**src/rtl/cg_pkg.sv**
```systemverilog
package cg_pkg;
  typedef enum logic [1:0] {
    ST_IDLE  = 2'd0,
    ST_STALL = 2'd1,
    ST_SETUP = 2'd2
  } stall_st_e;
endpackage

```
**src/rtl/cg_phase_timer.sv**
```systemverilog
module cg_phase_timer #(
  parameter int HALF_W = 8
) (
  input  logic              clk,
  input  logic              rst_n,
  input  logic [HALF_W-1:0] hi_len,
  input  logic [HALF_W-1:0] lo_len,
  input  logic              hold,
  output logic              clk_out,
  output logic              fall_evt
);
  logic [HALF_W-1:0] cnt_q;
  logic [HALF_W-1:0] cur_len_q;
  logic              phase_q;
  logic              adv;
  logic              last;
  logic [HALF_W-1:0] hi_eff;
  logic [HALF_W-1:0] lo_eff;

  assign hi_eff   = (hi_len == '0) ? HALF_W'(1) : hi_len;
  assign lo_eff   = (lo_len == '0) ? HALF_W'(1) : lo_len;
  // frozen only while in the low half
  assign adv      = !(hold && !phase_q);
  assign last     = (cnt_q >= cur_len_q - HALF_W'(1));
  assign fall_evt = adv && last && phase_q;
  assign clk_out  = phase_q;

  always_ff @(posedge clk) begin
    if (!rst_n) begin
      phase_q   <= 1'b0;
      cnt_q     <= '0;
      cur_len_q <= HALF_W'(1);
    end else if (adv) begin
      if (last) begin
        phase_q   <= ~phase_q;
        cnt_q     <= '0;
        cur_len_q <= phase_q ? lo_eff : hi_eff;
      end else begin
        cnt_q <= cnt_q + HALF_W'(1);
      end
    end
  end
endmodule

```
**src/rtl/cg_stall_ctrl.sv**
```systemverilog
module cg_stall_ctrl
  import cg_pkg::*;
#(
  parameter int SETUP_W = 8
) (
  input  logic               clk,
  input  logic               rst_n,
  input  logic               iorq_n,
  input  logic               rd_n,
  input  logic               wr_n,
  input  logic               m1_n,
  input  logic [SETUP_W-1:0] setup_ticks,
  input  logic               done_valid,
  output logic               done_ready,
  output logic               stall
);
  stall_st_e          st_q;
  logic [SETUP_W-1:0] scnt_q;
  logic               served_q;
  logic               rd_type_q;
  logic               access;

  assign access     = !iorq_n && (!rd_n || !wr_n || !m1_n);
  assign stall      = (st_q != ST_IDLE);
  assign done_ready = (st_q == ST_STALL);

  always_ff @(posedge clk) begin
    if (!rst_n) begin
      st_q      <= ST_IDLE;
      scnt_q    <= '0;
      served_q  <= 1'b0;
      rd_type_q <= 1'b0;
    end else begin
      if (iorq_n) served_q <= 1'b0;
      unique case (st_q)
        ST_IDLE: begin
          if (access && !served_q) begin
            st_q      <= ST_STALL;
            rd_type_q <= !rd_n || !m1_n;
          end
        end
        ST_STALL: begin
          if (done_valid) begin
            if (rd_type_q && setup_ticks != '0) begin
              st_q   <= ST_SETUP;
              scnt_q <= setup_ticks;
            end else begin
              st_q     <= ST_IDLE;
              served_q <= 1'b1;
            end
          end
        end
        ST_SETUP: begin
          if (scnt_q <= SETUP_W'(1)) begin
            st_q     <= ST_IDLE;
            served_q <= 1'b1;
          end else begin
            scnt_q <= scnt_q - SETUP_W'(1);
          end
        end
        default: st_q <= ST_IDLE;
      endcase
    end
  end
endmodule

```
**src/rtl/cg_step_gate.sv**
```systemverilog
module cg_step_gate (
  input  logic clk,
  input  logic rst_n,
  input  logic run,
  input  logic step_mode,
  input  logic step_req,
  input  logic stall,
  input  logic fall_evt,
  output logic gate_hold
);
  logic step_active_q;

  assign gate_hold = !run || (step_mode && !step_active_q);

  always_ff @(posedge clk) begin
    if (!rst_n) begin
      step_active_q <= 1'b0;
    end else if (!step_mode || (step_active_q && fall_evt)) begin
      step_active_q <= 1'b0;
    end else if (step_req && !stall && !step_active_q) begin
      step_active_q <= 1'b1;
    end
  end
endmodule

```
**src/rtl/cpuclk_gen.sv**
```systemverilog
module cpuclk_gen #(
  parameter int HALF_W  = 8,
  parameter int SETUP_W = 8
) (
  input  logic               clk,
  input  logic               rst_n,
  input  logic [HALF_W-1:0]  hi_ticks,
  input  logic [HALF_W-1:0]  lo_ticks,
  input  logic [SETUP_W-1:0] setup_ticks,
  input  logic               run,
  input  logic               step_mode,
  input  logic               step_req,
  input  logic               iorq_n,
  input  logic               rd_n,
  input  logic               wr_n,
  input  logic               m1_n,
  input  logic               done_valid,
  output logic               done_ready,
  output logic               stall,
  output logic               cpu_clk
);
  logic gate_hold;
  logic fall_evt;
  logic hold;

  assign hold = stall || gate_hold;

  cg_stall_ctrl #(.SETUP_W(SETUP_W)) stall_i (
    .clk(clk), .rst_n(rst_n), .iorq_n(iorq_n), .rd_n(rd_n), .wr_n(wr_n),
    .m1_n(m1_n), .setup_ticks(setup_ticks), .done_valid(done_valid),
    .done_ready(done_ready), .stall(stall)
  );

  cg_step_gate gate_i (
    .clk(clk), .rst_n(rst_n), .run(run), .step_mode(step_mode),
    .step_req(step_req), .stall(stall), .fall_evt(fall_evt),
    .gate_hold(gate_hold)
  );

  cg_phase_timer #(.HALF_W(HALF_W)) timer_i (
    .clk(clk), .rst_n(rst_n), .hi_len(hi_ticks), .lo_len(lo_ticks),
    .hold(hold), .clk_out(cpu_clk), .fall_evt(fall_evt)
  );
endmodule

```
**config.mk**
```make
export PLATFORM = sky130hd
export DESIGN_NAME = cpuclk_gen
export DESIGN_NICKNAME = d
export VERILOG_FILES = /design/src/rtl/cg_pkg.sv /design/src/rtl/cg_phase_timer.sv /design/src/rtl/cg_stall_ctrl.sv /design/src/rtl/cg_step_gate.sv /design/src/rtl/cpuclk_gen.sv
export SDC_FILE = /design/constraint.sdc
export NUM_CORES = 1
export LEC_CHECK = 0
export ABC_AREA = 1
export BUFFER_PORTS_ARGS = -buffer_cell sky130_fd_sc_hd__buf_4
export CAP_MARGIN = 20
export CORE_AREA = 5 5 68 70
export CTS_BUF_LIST = sky130_fd_sc_hd__clkbuf_2 sky130_fd_sc_hd__clkbuf_4 sky130_fd_sc_hd__clkbuf_8
export CTS_CLUSTER_DIAMETER = 200
export DETAILED_ROUTE_END_ITERATION = 10
export DIE_AREA = 0 0 73 75
export PLACE_DENSITY = 0.8
export SLEW_MARGIN = 0
export SYNTH_ARGS = -nofsm -noshare
export SYNTH_HDL_FRONTEND = slang
export SYNTH_SLANG_ARGS = --single-unit
```
**constraint.sdc**
```tcl
create_clock -name clk -period 2.7 [get_ports clk]
set_clock_uncertainty 0.05 [all_clocks]
set_input_delay 0.54 -clock clk [delete_from_list [all_inputs] [get_ports clk]]
set_output_delay 0.54 -clock clk [all_outputs]
set_load 0.02 [all_outputs]
```
==> Word level (Yosys, flattened, before mapping) <==
Index checks and enable logic that the tools add are counted.
{ "op_classes": {"addsub": 3, "mul": 0, "n_div": 0, "n_lt_le_gt_ge": 2, "eq_ne": 7, "shift": 0, "muxes": 18, "n_bitwise": 3, "n_reduce_logical": 38} }
{ "op_table": {"columns": ["operator", "n"], "rows": [
  ["$mux 8", 7],
  ["$logic_not 8->1", 2],
  ["$pmux 8 s2", 1],
  ["$sub 8x1->8 const B", 2],
  ["$logic_not 1->1", 11],
  ["$logic_and 1x1->1", 10],
  ["$add 8x1->8 const B", 1],
  ["$ge 8x8->1", 1],
  ["$le 8x1->1 const B", 1],
  ["$mux 2", 4],
  ["$reduce_bool 8->1", 1],
  ["$logic_or 1x1->1", 6],
  ["$ne 2x1->1 const B", 3],
  ["$pmux 2 s3", 1],
  ["$mux 1", 4],
  ["$ne 2x2->1 const B", 2],
  ["$reduce_and 2->1", 2],
  ["$reduce_and 4->1", 1],
  ["$reduce_bool 2->1", 2],
  ["$not 1->1", 3],
  ["$reduce_and 3->1", 1],
  ["$eq 2x1->1 const B", 1],
  ["$eq 2x2->1 const B", 1],
  ["$logic_not 2->1", 1],
  ["other kinds (2)", 2]
]} }
{ "totals": {"regBits": 30, "latch_bits": 0, "ram_bits": 0, "romBits": 0, "out_inout_bits": 3, "mem_count": 0} }

==> Depth between registers and ports, before layout <==
Gate-level depths: netlist (run 1).
{ "depth": {"depth_word": 11, "depth_mapped": 16} }

==> Modules after synthesis <==
From an unflattened synthesis (run 1), not the netlist that was laid out.
{ "unflattened": {"cells_unflattened": 339, "area_unflattened_um2": 2213.4} }
{ "modules_own_cells": {"columns": ["module", "n_inst", "cells_each", "area_each_um2"], "rows": [
  ["cg_phase_timer", 1, 171, 1218.7],
  ["cg_stall_ctrl", 1, 157, 933.4],
  ["cg_step_gate", 1, 8, 50.0],
  ["cpuclk_gen", 1, 3, 11.3]
]} }

==> Worst setup path after synthesis (run 1) <==
No wires, ideal clock.
{ "synth_path": {"kind": "reg-to-reg", "start": "register timer_i.cur_len_q[0]", "end": "register timer_i.cnt_q[1]", "setup_ns": 0.116, "t_arrival_ns": 1.907, "setup_slack_ns": 0.627, "stages_incl_launch_ff": 14, "path_buffers": 0, "synth_period_minus_slack_ns": 2.073, "path_cell_list": "dfxtp_1 > inv_1 > ha_1 > nand2_1 > nor3_1 > xor2_1 > inv_1 > ha_1 > nand2_1 > o21a_1 > nand2_2 > nand2_1 > nand2_2 > nor2_1"} }
{ "synth_between": {"elab_chain_len": 3} }
{ "synth_lines": {"columns": ["element", "line", "source"], "rows": [
  ["start: declaration", "cg_phase_timer.sv:13", "logic [HALF_W-1:0] cur_len_q;"],
  ["start signal: assignment", "cg_phase_timer.sv:37", "cur_len_q <= phase_q ? lo_eff : hi_eff;"],
  ["$sub 8x1->8", "cg_phase_timer.sv:24", "assign last = (cnt_q >= cur_len_q - HALF_W'(1));"],
  ["$ge 8x8->1", "cg_phase_timer.sv:24", null],
  ["$mux 8", "cg_phase_timer.sv:34", "if (last) begin"],
  ["end signal: assignment", "cg_phase_timer.sv:39", "cnt_q <= cnt_q + HALF_W'(1);"],
  ["end: declaration", "cg_phase_timer.sv:12", "logic [HALF_W-1:0] cnt_q;"]
]} }
No other way between the ends.
A chain may end at the register's enable or synchronous reset.

==> Worst setup path after layout (run 1) <==
{ "layout_path": {"start": "register timer_i.cur_len_q[0]", "end": "register timer_i.cnt_q[4]"} }
Same word-level chain as after synthesis.

==> key figures, run 1 <==
Clocking
  – Total CTS buffers: 5
  – Post_cts resized: 0
  – Clock sink count: 30
  – Hold_buf cts: 0
  – CTS tree: done
  – CTS root buf: clkbuf_8
  – CTS Buffer Depth: 2
  – H-tree levels: 2
  – Setup Buffers After CTS: 0
  – Clk slew on worst S/H paths: 0.06 ns
  – Clk Latency, worst-skew pair: 0.27 ns

Setup path
  – Most frequent CP cell: nand2_1
  – Max incr delay on CP: 0.31 ns
  – CP Data Required Time: 2.81 ns
  – Crit path launch type: flip-flop
  – Slowest-stage cell, CP: dfxtp_1
  – CP top delay family: simple AND/OR/NAND/NOR gates
  – R2r startpoint: timer_i.cur_len_q[0]$_SDFFE_PN1P_
  – Setup CP Type: reg -> reg
  – Critical Path AT: 2.55 ns
  – Crit-path cells: inv_1, ha_1, nand2_1, nor3_1, xor2_1, inv_1, ha_1, nand2_1, o21a_1, nand2_2, nand2_1, nand2_2, nor2_1
  – CP max FO: 17
  – Worst Path Buf+Inv: 2
  – Crit end category: flip-flop
  – Flop2flop setup slack: 0.27 ns
  – R2R cell count: 13
  – R2r endpoint: timer_i.cnt_q[4]$_SDFFE_PN0N_

Layout
  – Layout area overhead: 16.5%
  – Share of cells above drive strength 1: 0.156
  – Antenna Cells: 0
  – Nets@finish: 427

Timing
  – Fin. max-slew vios: 0
  – Number of setup violations in the final report: 0
  – Slew @ Worst Pin: 0.501 ns
  – Crit share post-route: 0.900
  – Setup_tns: 0 ns
  – Slew margin rel.: 0.666
  – RSZ-0062 raised after global routing: false
  – Final Hold Viols: 0
  – Fmax: 411 MHz
  – Final Critical Period: 2.43 ns
  – WHS: 0.413 ns

Power
  – Seq pwr share: 0.281
  – Clk pwr share: 0.162
  – P_int: 1.25 mW
  – Switching share of power: 0.462
  – Leak Pwr: 1.30 nW
  – Power per cell area: 901 nW/um^2
  – Combinational power share: 0.557
  – Peak supply drop: 0.517 mV
  – Sw Pwr: 1.08 mW

Synthesis
  – EDFF count, synth: 0
  – Primary FF master, synth: dfxtp_1
  – Synth top area share: 0.271
  – Syn_nets: 392
  – FF+latch count, synth: 30
  – Syn Inst Count: 343
  – Sequential fraction of the synthesis area: 0.271
  – Most frequent cells after synthesis: nand2_1, nor2_1, inv_1
  – Mux contribution to synthesized area: 0.0271
  – Total number of yosys warnings: 0
  – Area contributors post-synth: dfxtp_1, nand2_1, nor2_1
  – Post-Synth Adder-Cell Area: 0.0846
  – Leading area contributor after synthesis: dfxtp_1
  – FFs w/ async S/R, synth: 0
  – Synthesized cell area: 2220 sq um
  – Most frequent cell after synthesis: nand2_1
  – Simple-gate share of the synthesized area: 0.380
  – Xor/xnor cell area share of the yosys netlist: 0.0395
  – Avg Cell Area, Syn: 6.47 sq um
  – Synth unique cells: 33
  – Largest family of logic cells by synthesized area: simple AND/OR/NAND/NOR gates
  – Compound-cell area share of the yosys netlist: 0.0942

Worst hold path
  – Hold Path End: stall_i.rd_type_q$_SDFFE_PN0P_
  – Hold Path Depth: 2
  – HP Start: stall_i.rd_type_q$_SDFFE_PN0P_
  – Hold WC Path Type: reg -> reg

Die
  – # IOs: 37
  – Chip height: 75 um
  – Die ar.: 5480 sq um
  – Die X: 73 um
  – Core region area: 3910 sq um
  – Initial Utilization: 0.567
  – Rows: 23

Status
  – Status: completed

Place
  – Post-DP HPWL: 3600 um
  – Final Wtd Congestion: 0.848
  – IO buf count: 36

Flow run
  – Max-Cap Viols: 0

Drt
  – Detail Route Antenna Nets: 0
  – Routed wire length: 4500 um
  – DR vias: 2135
  – Number of vias per cell: 4.98
  – Pre-antenna DRT Iters: 4
  – DRC Markers: 0
  – Initial DRC count: 90
  – Routed length per instance: 10.5 um

GRT
  – Gr usage total: 0.181
  – Gr ovfl total: 0
  – Initial antenna violation count: 0
  – First-pass GRT wire length: 8020 um
  – Vias in the first global route: 1985
  – Largest net degree at the start of global routing: 25
## worst min-delay path: cells and delay by family (launching register included)
family | cells | cell delay, ns
compound gates | 1 | 0.05
buf+inv | 1 | 0.05
flops | 1 | 0.32
## cell usage in the layout, fill, tap and decap left out, types with 3 or more instances in the layout
master / n
nor3_1: 3
nand2_1: 84
nand3b_1: 4
nand3_1: 31
dfxtp_1: 30
ha_1: 15
mux2i_1: 6
xor2_1: 6
buf_4: 36
a21oi_1: 24
nand2_2: 4
nand4_1: 4
nor2_1: 51
o21ai_0: 9
xnor2_1: 4
clkbuf_8: 6
inv_1: 42
## worst max path at each step
stage               slack [ns]                       endpoint                         startpoint  cells past startpoint
CTS                       0.25  timer_i.cnt_q[4]$_SDFFE_PN0N_  timer_i.cur_len_q[0]$_SDFFE_PN1P_                     13
global placement          0.36  timer_i.cnt_q[5]$_SDFFE_PN0N_  timer_i.cur_len_q[0]$_SDFFE_PN1P_                     13
finish                    0.27  timer_i.cnt_q[4]$_SDFFE_PN0N_  timer_i.cur_len_q[0]$_SDFFE_PN1P_                     13
global route             0.002  timer_i.cnt_q[1]$_SDFFE_PN0N_  timer_i.cur_len_q[0]$_SDFFE_PN1P_                     13
floorplan                 0.63  timer_i.cnt_q[1]$_SDFFE_PN0N_  timer_i.cur_len_q[0]$_SDFFE_PN1P_                     13
detailed placement        0.26  timer_i.cnt_q[4]$_SDFFE_PN0N_  timer_i.cur_len_q[0]$_SDFFE_PN1P_                     13
## cell families after synthesis
group                      after synthesis
muxes                                    6
buffers and inverters                   53
xor gates and xnor gates                10
and+or+nand+nor                        190
adders and majority gates               15
AOI/OAI and AO/OA                       39
DFF                                     30
## registers in the layout (all words and copies together), names as in the netlist
register / count
stall_i.scnt_q: 8
timer_i.cnt_q: 8
timer_i.cur_len_q: 8
stall_i.st_q: 2
gate_i.step_active_q: 1
stall_i.rd_type_q: 1
stall_i.served_q: 1
timer_i.clk_out: 1
## power by group through the flow
stage | clock, mW | sequential (mW) | combinational (mW)
final | 0.378 | 0.654 | 1.30
after global placement | 0 | 0.660 | 1.26
after detailed placement | 0 | 0.659 | 1.29
after floorplan | 0 | 0.635 | 1.10
after CTS | 0.384 | 0.652 | 1.30
after global routing | 0.410 | 0.670 | 1.49
## metal layers
layer | wire, um | share of wire | vias up | track usage
met4 | 22 | 0.0049 | 0 | 0.0471
li1 | - | - | 1164 | -
met1 | 2300 | 0.51 | 928 | 0.234
met2 | 2010 | 0.45 | 41 | 0.307
met5 | 0 | 0 | - | 0
met3 | 165 | 0.037 | 2 | 0.0401
## through the flow
stage / total power [mW] / utilization / cells / instance area (sq um) / worst slack, ns
2_1_floorplan: 1.73 / - / 343 / 2220 / 0.627
3_3_place_gp: 1.92 / 0.636 / 421 / 2490 / 0.362
3_5_place_dp: 1.95 / 0.636 / 421 / 2490 / 0.258
4_1_cts: 2.34 / 0.660 / 429 / 2580 / 0.249
5_1_grt: 2.57 / 0.660 / 429 / 2580 / 0.00210
6_report: 2.33 / 0.660 / 429 / 2580 / 0.270
## cell type report
cell class                      count  area (sq um)
Inverter                           45           169
Multi-Input combinational cell    260          1390
Fill cell                         396          1330
Timing Repair Buffer               36           270
Clock inverter                      1          5.00
Clock buffer                        7          90.1
Tap cell                           50          62.6
Sequential cell                    30           601
Note: power is estimated with default switching activity, not from simulation.
==> run 2: changes to the inputs <==
--- a/config.mk
+++ b/config.mk
@@ -6,13 +6,14 @@
 export NUM_CORES = 1
 export LEC_CHECK = 0
 export ABC_AREA = 1
-export BUFFER_PORTS_ARGS = -buffer_cell sky130_fd_sc_hd__buf_4
+export BUFFER_PORTS_ARGS = -buffer_cell sky130_fd_sc_hd__buf_2
 export CAP_MARGIN = 20
 export CORE_AREA = 5 5 68 70
 export CTS_BUF_LIST = sky130_fd_sc_hd__clkbuf_2 sky130_fd_sc_hd__clkbuf_4 sky130_fd_sc_hd__clkbuf_8
 export CTS_CLUSTER_DIAMETER = 200
 export DETAILED_ROUTE_END_ITERATION = 10
 export DIE_AREA = 0 0 73 75
+export GPL_ROUTABILITY_DRIVEN = 0
 export PLACE_DENSITY = 0.8
 export SLEW_MARGIN = 0
 export SYNTH_ARGS = -nofsm -noshare
==> constraint.sdc (replaced) <==
create_clock -name clk -period 2.6 [get_ports clk]
set_clock_uncertainty 0.05 [all_clocks]
set_input_delay 0.52 -clock clk [delete_from_list [all_inputs] [get_ports clk]]
set_output_delay 0.52 -clock clk [all_outputs]
set_load 0.02 [all_outputs]
==> key figures, run 2 (synthesis results as in run 1) <==
Clocking
  – Total CTS buffers: 5 (unchanged)
  – H-tree levels: 2 (unchanged)
  – Clk slew on worst S/H paths: 0.06 ns (about the same)
  – Setup Buffers After CTS: 0 (unchanged)
  – Hold_buf cts: 0 (unchanged)
  – Clk Latency, worst-skew pair: 0.28 ns (was 0.27 ns)
  – CTS root buf: clkbuf_8 (unchanged)
  – Clock sink count: 30 (unchanged)
  – CTS tree: done (unchanged)
  – CTS Buffer Depth: 2 (unchanged)

Drt
  – DR vias: 2165 (was 2135)
  – Routed length per instance: 10.6 um (was 10.5 um)
  – Detail Route Antenna Nets: 0 (unchanged)
  – Pre-antenna DRT Iters: 4 (unchanged)
  – Routed wire length: 4570 um (was 4500 um)
  – DRC Markers: 0 (unchanged)
  – Initial DRC count: 105 (was 90)
  – Number of vias per cell: 5.03 (was 4.98)

Layout
  – Share of cells above drive strength 1: 0.158 (was 0.156)
  – Biggest regs: stall_i.scnt_q: 8 flops, timer_i.cnt_q: 8 flops, timer_i.cur_len_q: 8 flops (unchanged)
  – Antenna Cells: 0 (unchanged)
  – Non-Filler Instances: 430 (was 429)
  – Commonest non-fill, non-tap cells in the layout: nand2_1, nor2_1, inv_1 (unchanged)
  – Layout area overhead: 13.0% (was 16.5%)
  – Most common cell after layout, fill and taps aside: nand2_1 (unchanged)
  – Multi-input gate area: 1390 sq um (about the same)
  – FF/Latch Area: 601 sq um (unchanged)
  – Fillers: 375 (was 396)
  – Nets@finish: 428 (was 427)

GRT
  – Gr ovfl total: 0 (unchanged)
  – Vias in the first global route: 1914 (was 1985)
  – Initial antenna violation count: 0 (unchanged)
  – First-pass GRT wire length: 7980 um (was 8020 um)
  – Gr usage total: 0.183 (was 0.181)
  – Largest net degree at the start of global routing: 25 (unchanged)

Timing
  – Number of setup violations in the final report: 0 (unchanged)
  – Setup_tns: 0 ns (unchanged)
  – Final Hold Viols: 0 (unchanged)
  – Fmax: 423 MHz (was 411 MHz)
  – Crit share post-route: 0.909 (was 0.900)
  – Slew @ Worst Pin: 0.438 ns (was 0.501 ns)
  – Fin. max-slew vios: 0 (unchanged)
  – Final Critical Period: 2.36 ns (was 2.43 ns)
  – Slew margin rel.: 0.708 (was 0.666)

Power
  – P_int: 1.29 mW (was 1.25 mW)
  – Clk pwr share: 0.163 (was 0.162)
  – Leak Pwr: 1.28 nW (was 1.30 nW)
  – Combinational power share: 0.560 (was 0.557)
  – Sw Pwr: 1.13 mW (was 1.08 mW)
  – Peak supply drop: 0.569 mV (was 0.517 mV)
  – Seq pwr share: 0.277 (was 0.281)
  – Power per cell area: 966 nW/um^2 (was 901 nW/um^2)
  – Switching share of power: 0.469 (was 0.462)

Setup path
  – CP max FO: 17 (unchanged)
  – Setup CP Type: reg -> reg (unchanged)
  – Critical Path AT: 2.49 ns (was 2.55 ns)
  – CP Data Required Time: 2.73 ns (was 2.81 ns)
  – Most frequent CP cell: nand2_1 (unchanged)
  – Critical path depth: 13 (unchanged)
  – R2R cell count: 13 (unchanged)
  – Worst Path Buf+Inv: 2 (unchanged)
  – Flop2flop setup slack: 0.24 ns (was 0.27 ns)
  – Crit end category: flip-flop (unchanged)
  – Max incr delay on CP: 0.31 ns (about the same)
  – CP top delay family: simple AND/OR/NAND/NOR gates (unchanged)
  – Crit-path cells: inv_1, ha_1, nand2_1, nor3_1, xor2_1, inv_1, ha_1, nand2_1, o21a_1, nand2_4, nand2_1, nand2_2, nor2_1 (was inv_1, ha_1, nand2_1, nor3_1, xor2_1, inv_1, ha_1, nand2_1, o21a_1, nand2_2, nand2_1, nand2_2, nor2_1)
  – Crit path launch type: flip-flop (unchanged)
  – Slowest-stage cell, CP: dfxtp_1 (unchanged)

Die
  – Rows: 23 (unchanged)
  – Die X: 73 um (unchanged)
  – Die ar.: 5480 sq um (unchanged)
  – Chip height: 75 um (unchanged)
  – Initial Utilization: 0.567 (unchanged)
  – # IOs: 37 (unchanged)
  – Core region area: 3910 sq um (unchanged)

Place
  – Placed cells: 422 (was 421)
  – IO buf count: 36 (unchanged)
  – Post-DP HPWL: 3490 um (was 3600 um)

Worst hold path
  – Hold Path Depth: 2 (unchanged)
  – Hold WC Path Type: reg -> reg (unchanged)

Flow run
  – Max-Cap Viols: 0 (unchanged)

Status
  – Status: completed (unchanged)
==> run 2: area by class of cell <==
type	count	share of cell area
inverter	45	0.0674
timing repair buffer	37	0.0749
clock buffer	7	0.0359
sequential	30	0.240
tap	50	0.0250
multi-input combinational	260	0.555
clock inverter	1	0.00200
==> run 2: path summary, 6_finish.rpt <==
check / start / to
worst max register to register: timer_i.cur_len_q[0]$_SDFFE_PN1P_ / timer_i.cnt_q[4]$_SDFFE_PN0N_
worst min register to register: stall_i.rd_type_q$_SDFFE_PN0P_ / stall_i.rd_type_q$_SDFFE_PN0P_
worst max-delay path: timer_i.cur_len_q[0]$_SDFFE_PN1P_ / timer_i.cnt_q[4]$_SDFFE_PN0N_
worst min-delay path: stall_i.rd_type_q$_SDFFE_PN0P_ / stall_i.rd_type_q$_SDFFE_PN0P_
==> run 2: stage by stage <==
step                cell area, sq um  worst slack (ns)  hold slack, ns  power, mW  utilization
finish                          2510             0.238           0.419       2.42        0.640
global route                    2510           -0.0110           0.437       2.68        0.640
CTS                             2500             0.153           0.420       2.41        0.639
detailed placement              2410             0.156           0.409       2.00        0.615
global placement                2410             0.248           0.405       1.98        0.615
floorplan                       2220             0.527           0.385       1.80            -
==> run 2: timing repair <==
action	in CTS	in global routing
endpoints found under the setup margin	0	8
endpoints found under the hold margin	0	0
gates resized for setup	0	1
==> run 2: metal layers <==
layer / global-route usage / share of wire / vias up
li1: - / - / 1161
met1: 0.234 / 0.49 / 950
met2: 0.295 / 0.44 / 48
met3: 0.0561 / 0.063 / 6
met4: 0.0553 / 0.011 / 0
met5: 0 / 0 / -
==> run 2: worst min-delay path: stages (launching register included) <==
cell	delay, ns
dfxtp_1	0.32
inv_1	0.05
a21oi_1	0.05
==> run 2: power by group through the flow <==
stage	sequential [mW]	clock, mW	combinational (mW)
after floorplan	0.660	0	1.14
after detailed placement	0.674	0	1.33
after CTS	0.668	0.406	1.34
final	0.670	0.395	1.36
after global routing	0.684	0.431	1.57
after global placement	0.676	0	1.30
